==> config.mk <==
export PLATFORM = sky130hd
export DESIGN_NAME = usb_irq_status_ctrl
export DESIGN_NICKNAME = d
export VERILOG_FILES = /design/src/rtl/usbirq_pkg.sv /design/src/rtl/usbirq_rollover.sv /design/src/rtl/usbirq_events.sv /design/src/rtl/usbirq_regs.sv /design/src/rtl/usb_irq_status_ctrl.sv
export SDC_FILE = /design/constraint.sdc
export NUM_CORES = 1
export LEC_CHECK = 0
export BUFFER_PORTS_ARGS = -buffer_cell sky130_fd_sc_hd__buf_2
export CAP_MARGIN = 20
export CORE_ASPECT_RATIO = 1.75
export CORE_UTILIZATION = 31
export DETAILED_ROUTE_END_ITERATION = 12
export PLACE_DENSITY = 0.79
export SYNTH_ARGS = -nofsm -noshare
export SYNTH_HDL_FRONTEND = slang
export SYNTH_HIERARCHICAL = 1
export SYNTH_SLANG_ARGS = --single-unit
==> constraint.sdc <==
create_clock -name clk -period 1.4 [get_ports clk]
set_clock_uncertainty 0.2 [all_clocks]
set_input_delay 0.07 -clock clk [delete_from_list [all_inputs] [get_ports clk]]
set_output_delay 0.07 -clock clk [all_outputs]
set_load 0.05 [all_outputs]
==> src/rtl/usbirq_pkg.sv <==
// Shared constants and types of the USB host interrupt status controller.
package usbirq_pkg;
    localparam int NUM_SRC     = 4;
    localparam int DATA_W      = 32;
    localparam int FIDX_W      = 14;
    localparam int BIT_DONE    = 0;
    localparam int BIT_ERR     = 1;
    localparam int BIT_PORT    = 2;
    localparam int BIT_ROLL    = 3;
    // Highest frame index bit watched (1024-entry list); smaller lists step down.
    localparam int TAP_HI      = 13;
    localparam int TAP_N       = 3;
    localparam int TAP_LO      = TAP_HI - TAP_N + 1;

    typedef enum logic [1:0] {
        LIST_1024 = 2'b00,
        LIST_512  = 2'b01,
        LIST_256  = 2'b10,
        LIST_RSVD = 2'b11
    } list_size_e;

    typedef enum logic {
        SEL_STATUS = 1'b0,
        SEL_ENABLE = 1'b1
    } reg_sel_e;
endpackage

==> src/rtl/usbirq_rollover.sv <==
// Frame list rollover detector.
// Watches the frame index bits that can mark a wrap and pulses when the bit
// picked by the list size toggles. Assumes the index moves at most once per
// cycle. The previous-value register also loads during reset, so a reset
// release never looks like a toggle.
module usbirq_rollover
    import usbirq_pkg::*;
(
    input  logic             clk,
    input  logic [TAP_N-1:0] tap,       // frame_index[TAP_HI:TAP_LO]
    input  list_size_e       list_size,
    output logic             roll
);
    logic [TAP_N-1:0] prev_q;
    logic [1:0]       sel;

    // Remember last cycle's tap bits, reset or not.
    always_ff @(posedge clk) begin
        prev_q <= tap;
    end

    // Pick the watched bit: 1024 -> top tap, 512 -> next, others -> lowest.
    always_comb begin
        unique case (list_size)
            LIST_1024: sel = 2'd2;
            LIST_512:  sel = 2'd1;
            default:   sel = 2'd0;
        endcase
    end

    // Toggle of the watched bit is a rollover.
    assign roll = tap[sel] ^ prev_q[sel];
endmodule

==> src/rtl/usbirq_events.sv <==
// Event qualifier: turns raw source pulses into per-flag set requests.
// Purely combinational. Assumes every input is a single-cycle pulse.
module usbirq_events
    import usbirq_pkg::*;
#(
    parameter int NUM_PORTS = 4
)(
    input  logic [NUM_PORTS-1:0] port_change,
    input  logic [NUM_PORTS-1:0] port_resume,
    input  logic [NUM_PORTS-1:0] port_companion,
    input  logic                 xact_done,
    input  logic                 xact_ioc,
    input  logic                 xact_short,
    input  logic                 xact_err,
    input  logic                 roll,
    output logic [NUM_SRC-1:0]   set_vec
);
    logic [NUM_PORTS-1:0] port_hit;

    // Only ports owned by this controller report changes.
    assign port_hit = (port_change | port_resume) & ~port_companion;

    // Map qualified events onto status bit positions.
    always_comb begin
        set_vec           = '0;
        set_vec[BIT_DONE] = xact_done & (xact_ioc | xact_short);
        set_vec[BIT_ERR]  = xact_done & xact_err;
        set_vec[BIT_PORT] = |port_hit;
        set_vec[BIT_ROLL] = roll;
    end
endmodule

==> src/rtl/usbirq_regs.sv <==
// Status and enable registers plus the registered interrupt level.
// Status bits are sticky, cleared by writing one, and a set wins over a clear
// in the same cycle. Assumes set_vec holds single-cycle requests.
module usbirq_regs
    import usbirq_pkg::*;
(
    input  logic               clk,
    input  logic               rst_n,
    input  logic [NUM_SRC-1:0] set_vec,
    input  logic               wr,
    input  reg_sel_e           sel,
    input  logic [NUM_SRC-1:0] wdata,
    output logic [NUM_SRC-1:0] status_q,
    output logic [NUM_SRC-1:0] enable_q,
    output logic               irq_q
);
    logic [NUM_SRC-1:0] clr_vec;

    // Write-one-to-clear mask, active only on status writes.
    assign clr_vec = (wr && sel == SEL_STATUS) ? wdata : '0;

    for (genvar i = 0; i < NUM_SRC; i++) begin : g_stat
        // One sticky flag: set has priority over clear.
        always_ff @(posedge clk) begin
            if (!rst_n)          status_q[i] <= 1'b0;
            else if (set_vec[i]) status_q[i] <= 1'b1;
            else if (clr_vec[i]) status_q[i] <= 1'b0;
        end
    end

    // Enable word loads on enable writes.
    always_ff @(posedge clk) begin
        if (!rst_n)                        enable_q <= '0;
        else if (wr && sel == SEL_ENABLE)  enable_q <= wdata;
    end

    // Interrupt level follows enabled active flags one cycle later.
    always_ff @(posedge clk) begin
        if (!rst_n) irq_q <= 1'b0;
        else        irq_q <= |(status_q & enable_q);
    end

    // A requested set is visible next cycle even against a clear.
    assert_set_wins_R8: assert property (@(posedge clk) disable iff (!rst_n)
        (|set_vec) |=> ((status_q & $past(set_vec)) == $past(set_vec)));

    // A clear with no competing set empties the cleared bits.
    assert_w1c_R7: assert property (@(posedge clk) disable iff (!rst_n)
        ((clr_vec & ~set_vec) != '0) |=> ((status_q & $past(clr_vec & ~set_vec)) == '0));

    // Flags fall only where a clear was written.
    assert_sticky_R7: assert property (@(posedge clk) disable iff (!rst_n)
        1'b1 |=> (($past(status_q) & ~status_q & ~$past(clr_vec)) == '0));

    // Enabled active flag raises the line next cycle.
    assert_irq_on_R9: assert property (@(posedge clk) disable iff (!rst_n)
        ((status_q & enable_q) != '0) |=> irq_q);

    // No enabled active flag drops the line next cycle.
    assert_irq_off_R9: assert property (@(posedge clk) disable iff (!rst_n)
        ((status_q & enable_q) == '0) |=> !irq_q);
endmodule

==> src/rtl/usb_irq_status_ctrl.sv <==
// USB host interrupt status controller top.
// Joins the rollover detector, event qualifier and register bank and serves
// combinational reads. Reserved bits read as zero and ignore writes.
module usb_irq_status_ctrl
    import usbirq_pkg::*;
#(
    parameter int NUM_PORTS = 4
)(
    input  logic                 clk,
    input  logic                 rst_n,
    input  logic [FIDX_W-1:0]    frame_index,
    input  logic [1:0]           list_size,
    input  logic [NUM_PORTS-1:0] port_change,
    input  logic [NUM_PORTS-1:0] port_resume,
    input  logic [NUM_PORTS-1:0] port_companion,
    input  logic                 xact_done,
    input  logic                 xact_ioc,
    input  logic                 xact_short,
    input  logic                 xact_err,
    input  logic                 reg_wr,
    input  logic                 reg_sel,
    input  logic [DATA_W-1:0]    reg_wdata,
    output logic [DATA_W-1:0]    reg_rdata,
    output logic                 irq
);
    logic               roll;
    logic [NUM_SRC-1:0] set_vec;
    logic [NUM_SRC-1:0] status_q;
    logic [NUM_SRC-1:0] enable_q;
    reg_sel_e           sel_e;
    logic               unused_bits;

    assign sel_e       = reg_sel_e'(reg_sel);
    assign unused_bits = ^{frame_index[TAP_LO-1:0], reg_wdata[DATA_W-1:NUM_SRC]};

    usbirq_rollover u_roll (
        .clk       (clk),
        .tap       (frame_index[TAP_HI:TAP_LO]),
        .list_size (list_size_e'(list_size)),
        .roll      (roll)
    );

    usbirq_events #(.NUM_PORTS(NUM_PORTS)) u_evt (
        .port_change    (port_change),
        .port_resume    (port_resume),
        .port_companion (port_companion),
        .xact_done      (xact_done),
        .xact_ioc       (xact_ioc),
        .xact_short     (xact_short),
        .xact_err       (xact_err),
        .roll           (roll),
        .set_vec        (set_vec)
    );

    usbirq_regs u_regs (
        .clk      (clk),
        .rst_n    (rst_n),
        .set_vec  (set_vec),
        .wr       (reg_wr),
        .sel      (sel_e),
        .wdata    (reg_wdata[NUM_SRC-1:0]),
        .status_q (status_q),
        .enable_q (enable_q),
        .irq_q    (irq)
    );

    // Read mux: selected word, reserved bits zero-filled.
    always_comb begin
        reg_rdata              = '0;
        reg_rdata[NUM_SRC-1:0] = (sel_e == SEL_ENABLE) ? enable_q : status_q;
    end
endmodule

==> results of run 1 <==
-- sequential cells by signal (all words and copies together) (netlist names) --
signal and flops:
u_regs/status_q 4, u_regs/irq_q 1, u_regs/enable_q 4, u_roll/prev_q 3
-- power by group through the flow --
stage	clock network, mW	logic (mW)	registers (mW)
floorplan	0	0.322	0.384
global placement	0	0.319	0.382
detailed placement	0	0.325	0.383
CTS	0.389	0.347	0.376
global route	0.401	0.380	0.378
finish	0.381	0.355	0.376
-- repair_timing --
item,CTS,global route
hold buffers,10,2
endpoints found under the hold margin,12,2
setup endpoints to repair,0,1
resized for setup,0,4
-- worst paths after layout --
kind | startpoint | to | slack, ns | depth (start not counted)
worst max register to register | u_roll/prev_q[2]$_DFF_P_ | u_regs/status_q[3]$_SDFFE_PN0P_ | 0.15 | 5
worst max-delay path | u_regs/enable_q[3]$_SDFFE_PN0P_ | reg_rdata[3] | 0.09 | 2
worst min register to register | u_regs/status_q[3]$_SDFFE_PN0P_ | u_regs/status_q[3]$_SDFFE_PN0P_ | 0.34 | 2
worst min-delay path | xact_ioc | u_regs/status_q[0]$_SDFFE_PN0P_ | 0.03 | 4
-- routing by layer --
layer  GRT usage [%]  part of all wire (%)  vias to the layer above
met5               0                     0                        -
met4            8.62                   2.1                        0
met3            3.57                   8.4                        4
met2            24.4                    56                       48
met1            11.0                    34                      296
li1                -                     -                      331
-- final cells by class --
| cell class | count | area, um2 | area share, % |
|---|---|---|---|
| sequential | 12 | 240 | 23.3 |
| timing repair buffer | 43 | 280 | 27.2 |
| inverter | 4 | 15.0 | 1.46 |
| clock buffer | 4 | 55.1 | 5.34 |
| tap | 25 | 31.3 | 3.03 |
| multi-input combinational | 69 | 409 | 39.7 |
-- Yosys cell counts (all sizes together) --
cell type   n  share of area, %
nor2b       1               1.1
a22oi       2               1.9
o2111ai     1               1.1
and3        4               3.2
a21boi      5               4.8
conb        1              0.48
and2        1              0.80
dfxtp      12                31
xor2        3               3.4
a31oi       4               3.2
o21ai       5               3.2
o21a        5               4.8
nand2       1              0.48
inv         4               1.9
o21bai      3               2.9
mux2        4               5.8
buf        30                28
mux2i       1               1.3
nor2        1              0.48
-- critical path, delay by kind of cell (launching register included) --
family	cells	cell delay, ns
flip-flops	1	0.32
buffers and inverters	1	0.21
multiplexers	1	0.26
-- kinds of logic (layout without fill, tap and decap cells) --
| kind of cell | Yosys count | in the layout | synth area share (%) |
|---|---|---|---|
| xor gates and xnor gates | 3 | 3 | 3.36 |
| other | 1 | 28 | 0.480 |
| buffers and inverters | 34 | 51 | 30.4 |
| DFF | 12 | 12 | 30.7 |
| and+or+nand+nor | 8 | 8 | 6.08 |
| muxes | 5 | 5 | 7.04 |
| AOI/OAI and AO/OA | 25 | 25 | 21.9 |
-- stage by stage --
| stage | instances | util (%) | hold WS [ns] | power, mW |
|---|---|---|---|---|
| 2_1_floorplan | 115 | - | -0.102 | 0.706 |
| 3_3_place_gp | 143 | 36.8 | -0.00379 | 0.701 |
| 3_5_place_dp | 143 | 36.8 | 0.000202 | 0.708 |
| 4_1_cts | 157 | 43.4 | 0.0248 | 1.11 |
| 5_1_grt | 157 | 44.2 | 0.0629 | 1.16 |
| 6_report | 157 | 44.2 | 0.0254 | 1.11 |
==> reports/results.ini, run 1 <==
[run_status]
outcome=finished clean

[die]
start_util_pct=33.5
num_rows=23
design.die.area_um2=2740
dieHeight_um=68.4
core-area_um2=2330
die_w_um=40.0
ios=101

[critical_path]
slowest_delay_ns=0.32
critPathLaunchType=flip-flop
endpoint_kind=primary output
worstSetupPathType=reg -> out
cp.arrival_ns=1.04
cp.required_ns=1.13
worstPathCellList=mux2_2, buf_2
slowest_stage=dfxtp_1
crit_fanout=3

[synthesis]
avgSynthCellArea_um2=8.89
syn_inst=88
synth_cell_types=21
ys_warn_count=6
ys_ff_latch=12
synth_seq_area_share_pct=30.7
syn-cell-area_um2=782

[sta]
fin_crit_ns=1.31
fin_ws_ns=0.0915
min_period_over_period_pct=93.5
finalHoldViolCount=0
slew_viol_final=0
setup_tns_ns=0
setup_viol=0
fmax_ghz=0.764
rsz0062_at_grt=no

[global_routing]
antenna_found_initial=0
grt.overflow.total=0
grt_pass1_vias=648
grt_pass1_wl_um=2440
grt.total_usage_pct=13.1
grt_max_degree=14

[placed_design]
placed_area_um2=857
place_ws_ns=0.189
gp_congestion=0.700
port-buffer-count=33
detailed_place_hpwl_um=1160

[finish]
syn_to_final_growth_pct=31.8
final_area_um2=1030
drive_above_1_share_pct=31.1
fill_cells=229
final_nets=201
final_common_cell=buf_2
diodes=0
final_cell_mix=buf_2, conb_1, dfxtp_1

[power]
p_int_mw=0.706
seqPwrFrac_pct=33.8
p_sw_mw=0.406
power_frac_comb_pct=32.0
clkPwrFrac_pct=34.2
switching_share_pct=36.5
peakVddDrop_mv=0.796
power_density_nw_per_um2=1080
power_leakage_nw=0.551

[clock_network]
clock_latency_ns=0.24
tritoncts=built
clk_pin_slew_ns=0.05
cts_buffer_depth=2
h-tree-depth=1
cts_made_buffers=3
cts-root-buf=clkbuf_8
cts_setup_buffers=0
cts.sinks=12

[detailed_routing]
drc=0
drtAntennaViolNets=0
drtIter0Drc=14
drtPass1Iterations=4
routed_wirelength_um=1700
avgViaCountPerCell=4.32
vias=679
post_drt_wl_per_cell_um=10.8

[hold_path]
min_path_type=in -> reg

[run]
cap_violations=0

(Power assumes the default switching activity.)
==> inputs of run 2 (changes only) <==
CELL_PAD_IN_SITES_DETAIL_PLACEMENT = 1   (was default)
CELL_PAD_IN_SITES_GLOBAL_PLACEMENT = 1   (was default)
CORE_MARGIN = 4   (was default)
CORE_UTILIZATION = 19   (was 31)
PLACE_DENSITY = default   (was 0.79)
PLACE_DENSITY_LB_ADDON = 0.1   (was default)
==> run 2 against run 1 <==
Effect of this change:
- routed wire length rose by 16%
- largest cell class unchanged
- cell area fell by 0.97%
- largest power group is now sequential cells
- die area rose by 92%
- worst setup slack improved by 0.0014 ns
- worst hold slack got worse by 0.027 ns
- sequential cell count did not move
- non-clock buffer count fell by 1
- global-route usage fell by 5.0 points
- critical path type unchanged
- the flow now finishes with violations (hold timing)
- fmax rose by 0.11%
==> reports/results.ini, run 2 (synthesized netlist as in run 1, its figures left out) <==
[clock_network]
cts_made_buffers=3
cts.sinks=12
h-tree-depth=1
tritoncts=built
clk_pin_slew_ns=0.05
clock_latency_ns=0.23
cts_buffer_depth=2
cts_setup_buffers=0
cts-root-buf=clkbuf_8

[sta]
finalHoldViolCount=1
fin_ws_ns=0.0929
slew_viol_final=0
setup_viol=0
rsz0062_at_grt=no
whs_ns=-0.00152
fin_crit_ns=1.31
min_period_over_period_pct=93.4
setup_tns_ns=0
fmax_ghz=0.765

[finish]
syn_to_final_growth_pct=30.6
fill_cells=493
final_cell_mix=buf_2, conb_1, dfxtp_1
diodes=0
final_nets=200
reg_top3=u_regs/enable_q: 4 flops, u_regs/status_q: 4 flops, u_roll/prev_q: 3 flops
drive_above_1_share_pct=32.3
multi_input_area_um2=409
ff_latch_area_um2=240
final_common_cell=buf_2

[global_routing]
met2_usage_pct=14.7
top_usage_layer=met2
grt.total_usage_pct=8.17
antenna_found_initial=0
grt_pass1_wl_um=3370
grtUsageMet3_pct=1.81
grt_pass1_vias=738
grt_max_degree=14
grt.overflow.total=0
gr-usage-met1_pct=7.91

[critical_path]
slowest_stage=dfxtp_1
cp.arrival_ns=1.04
worst-r2r-setup-slack_ns=0.18
slowest_delay_ns=0.32
cp.required_ns=1.13
crit_fanout=3
endpoint_kind=primary output
worstPathCellList=mux2_2, buf_2
worstSetupPathType=reg -> out
r2r-start=u_roll/prev_q[1]$_DFF_P_
r2r_end=u_regs/status_q[3]$_SDFFE_PN0P_
rr_worst_depth=5
critPathLaunchType=flip-flop

[die]
ios=101
core-area_um2=3940
num_rows=30
die_w_um=56.5
start_util_pct=19.8
design.die.area_um2=5250
dieHeight_um=92.9

[detailed_routing]
drtIter0Drc=21
avgViaCountPerCell=3.83
routed_wirelength_um=1970
vias=682
drtPass1Iterations=4
post_drt_wl_per_cell_um=11.1
drc=0
drtAntennaViolNets=0

[power]
p_total_mw=1.04
seqPwrFrac_pct=36.3
power_leakage_nw=0.522
peakVddDrop_mv=0.320
switching_share_pct=38.1
clkPwrFrac_pct=29.9
p_int_mw=0.642
power_density_nw_per_um2=1020
p_sw_mw=0.395
power_frac_comb_pct=33.9

[hold_path]
min_path_type=in -> reg
worstHoldStart=xact_done
worstHoldPathCells=4
hold_path_end=u_regs/status_q[0]$_SDFFE_PN0P_

[placed_design]
gp_congestion=0.741
place_ws_ns=0.161
port-buffer-count=33
detailed_place_hpwl_um=1650

[run_status]
outcome=finished with violations
violations=hold timing

[run]
cap_violations=0

-- run 2: cell types whose count changed in the layout (fill, tap and decap cells not counted), sizes merged --
cell	change
buf	+2
dlymetal6s4s	-2
clkbuf	-1
dlygate4sd3	-1
-- run 2: cell type report --
class	instances	share of cell area [%]
Tap cell	48	5.88
Multi-Input combinational cell	69	40.1
Timing Repair Buffer	42	25.0
Sequential cell	12	23.5
Clock buffer	3	4.04
Inverter	4	1.47
-- run 2: routing by layer --
metal  share of wire [%]  vias to the layer above  wire length (um)
li1                    -                      328                 -
met3                 9.6                        2               190
met4                 2.4                        0                47
met2                  55                       37              1080
met1                  33                      315               648
met5                   0                        -                 0
-- run 2: worst max-delay path: cells and delay by family (launching register included) --
kind | cells | cell delay, ns
flops | 1 | 0.32
mux | 1 | 0.27
buf+inv | 1 | 0.21
-- run 2: power groups by stage --
stage	registers [mW]	clock network [mW]	logic, mW
global placement	0.384	0	0.327
global route	0.380	0.344	0.377
finish	0.376	0.310	0.351
CTS	0.376	0.324	0.351
detailed placement	0.384	0	0.330
floorplan	0.384	0	0.322
-- run 2: worst max-delay path by stage --
stage | slack (ns) | start | cells past startpoint | endpoint
floorplan | 0.17 | u_roll/prev_q[1]$_DFF_P_ | 6 | u_regs/status_q[3]$_SDFFE_PN0P_
global placement | 0.20 | u_roll/prev_q[1]$_DFF_P_ | 5 | u_regs/status_q[3]$_SDFFE_PN0P_
detailed placement | 0.16 | u_roll/prev_q[1]$_DFF_P_ | 5 | u_regs/status_q[3]$_SDFFE_PN0P_
CTS | 0.07 | u_regs/enable_q[0]$_SDFFE_PN0P_ | 2 | reg_rdata[0]
global route | 0.01 | frame_index[11] | 7 | u_regs/status_q[3]$_SDFFE_PN0P_
finish | 0.09 | u_regs/enable_q[0]$_SDFFE_PN0P_ | 2 | reg_rdata[0]
-- run 2: timing repair --
| item | 4_1_cts | 5_1_grt |
|---|---|---|
| gates resized for setup | 0 | 1 |
| endpoints found under the hold margin | 12 | 0 |
| endpoints found under the setup margin | 0 | 1 |
| hold buffers | 9 | 0 |
-- run 2: per-stage QoR --
| stage | instances | instance area [um2] | utilization (%) |
|---|---|---|---|
| 3_3_place_gp | 166 | 886 | 22.5 |
| 3_5_place_dp | 166 | 886 | 22.5 |
| 5_1_grt | 178 | 1020 | 25.9 |
| 2_1_floorplan | 115 | 883 | - |
| 6_report | 178 | 1020 | 25.9 |
| 4_1_cts | 178 | 1020 | 25.8 |
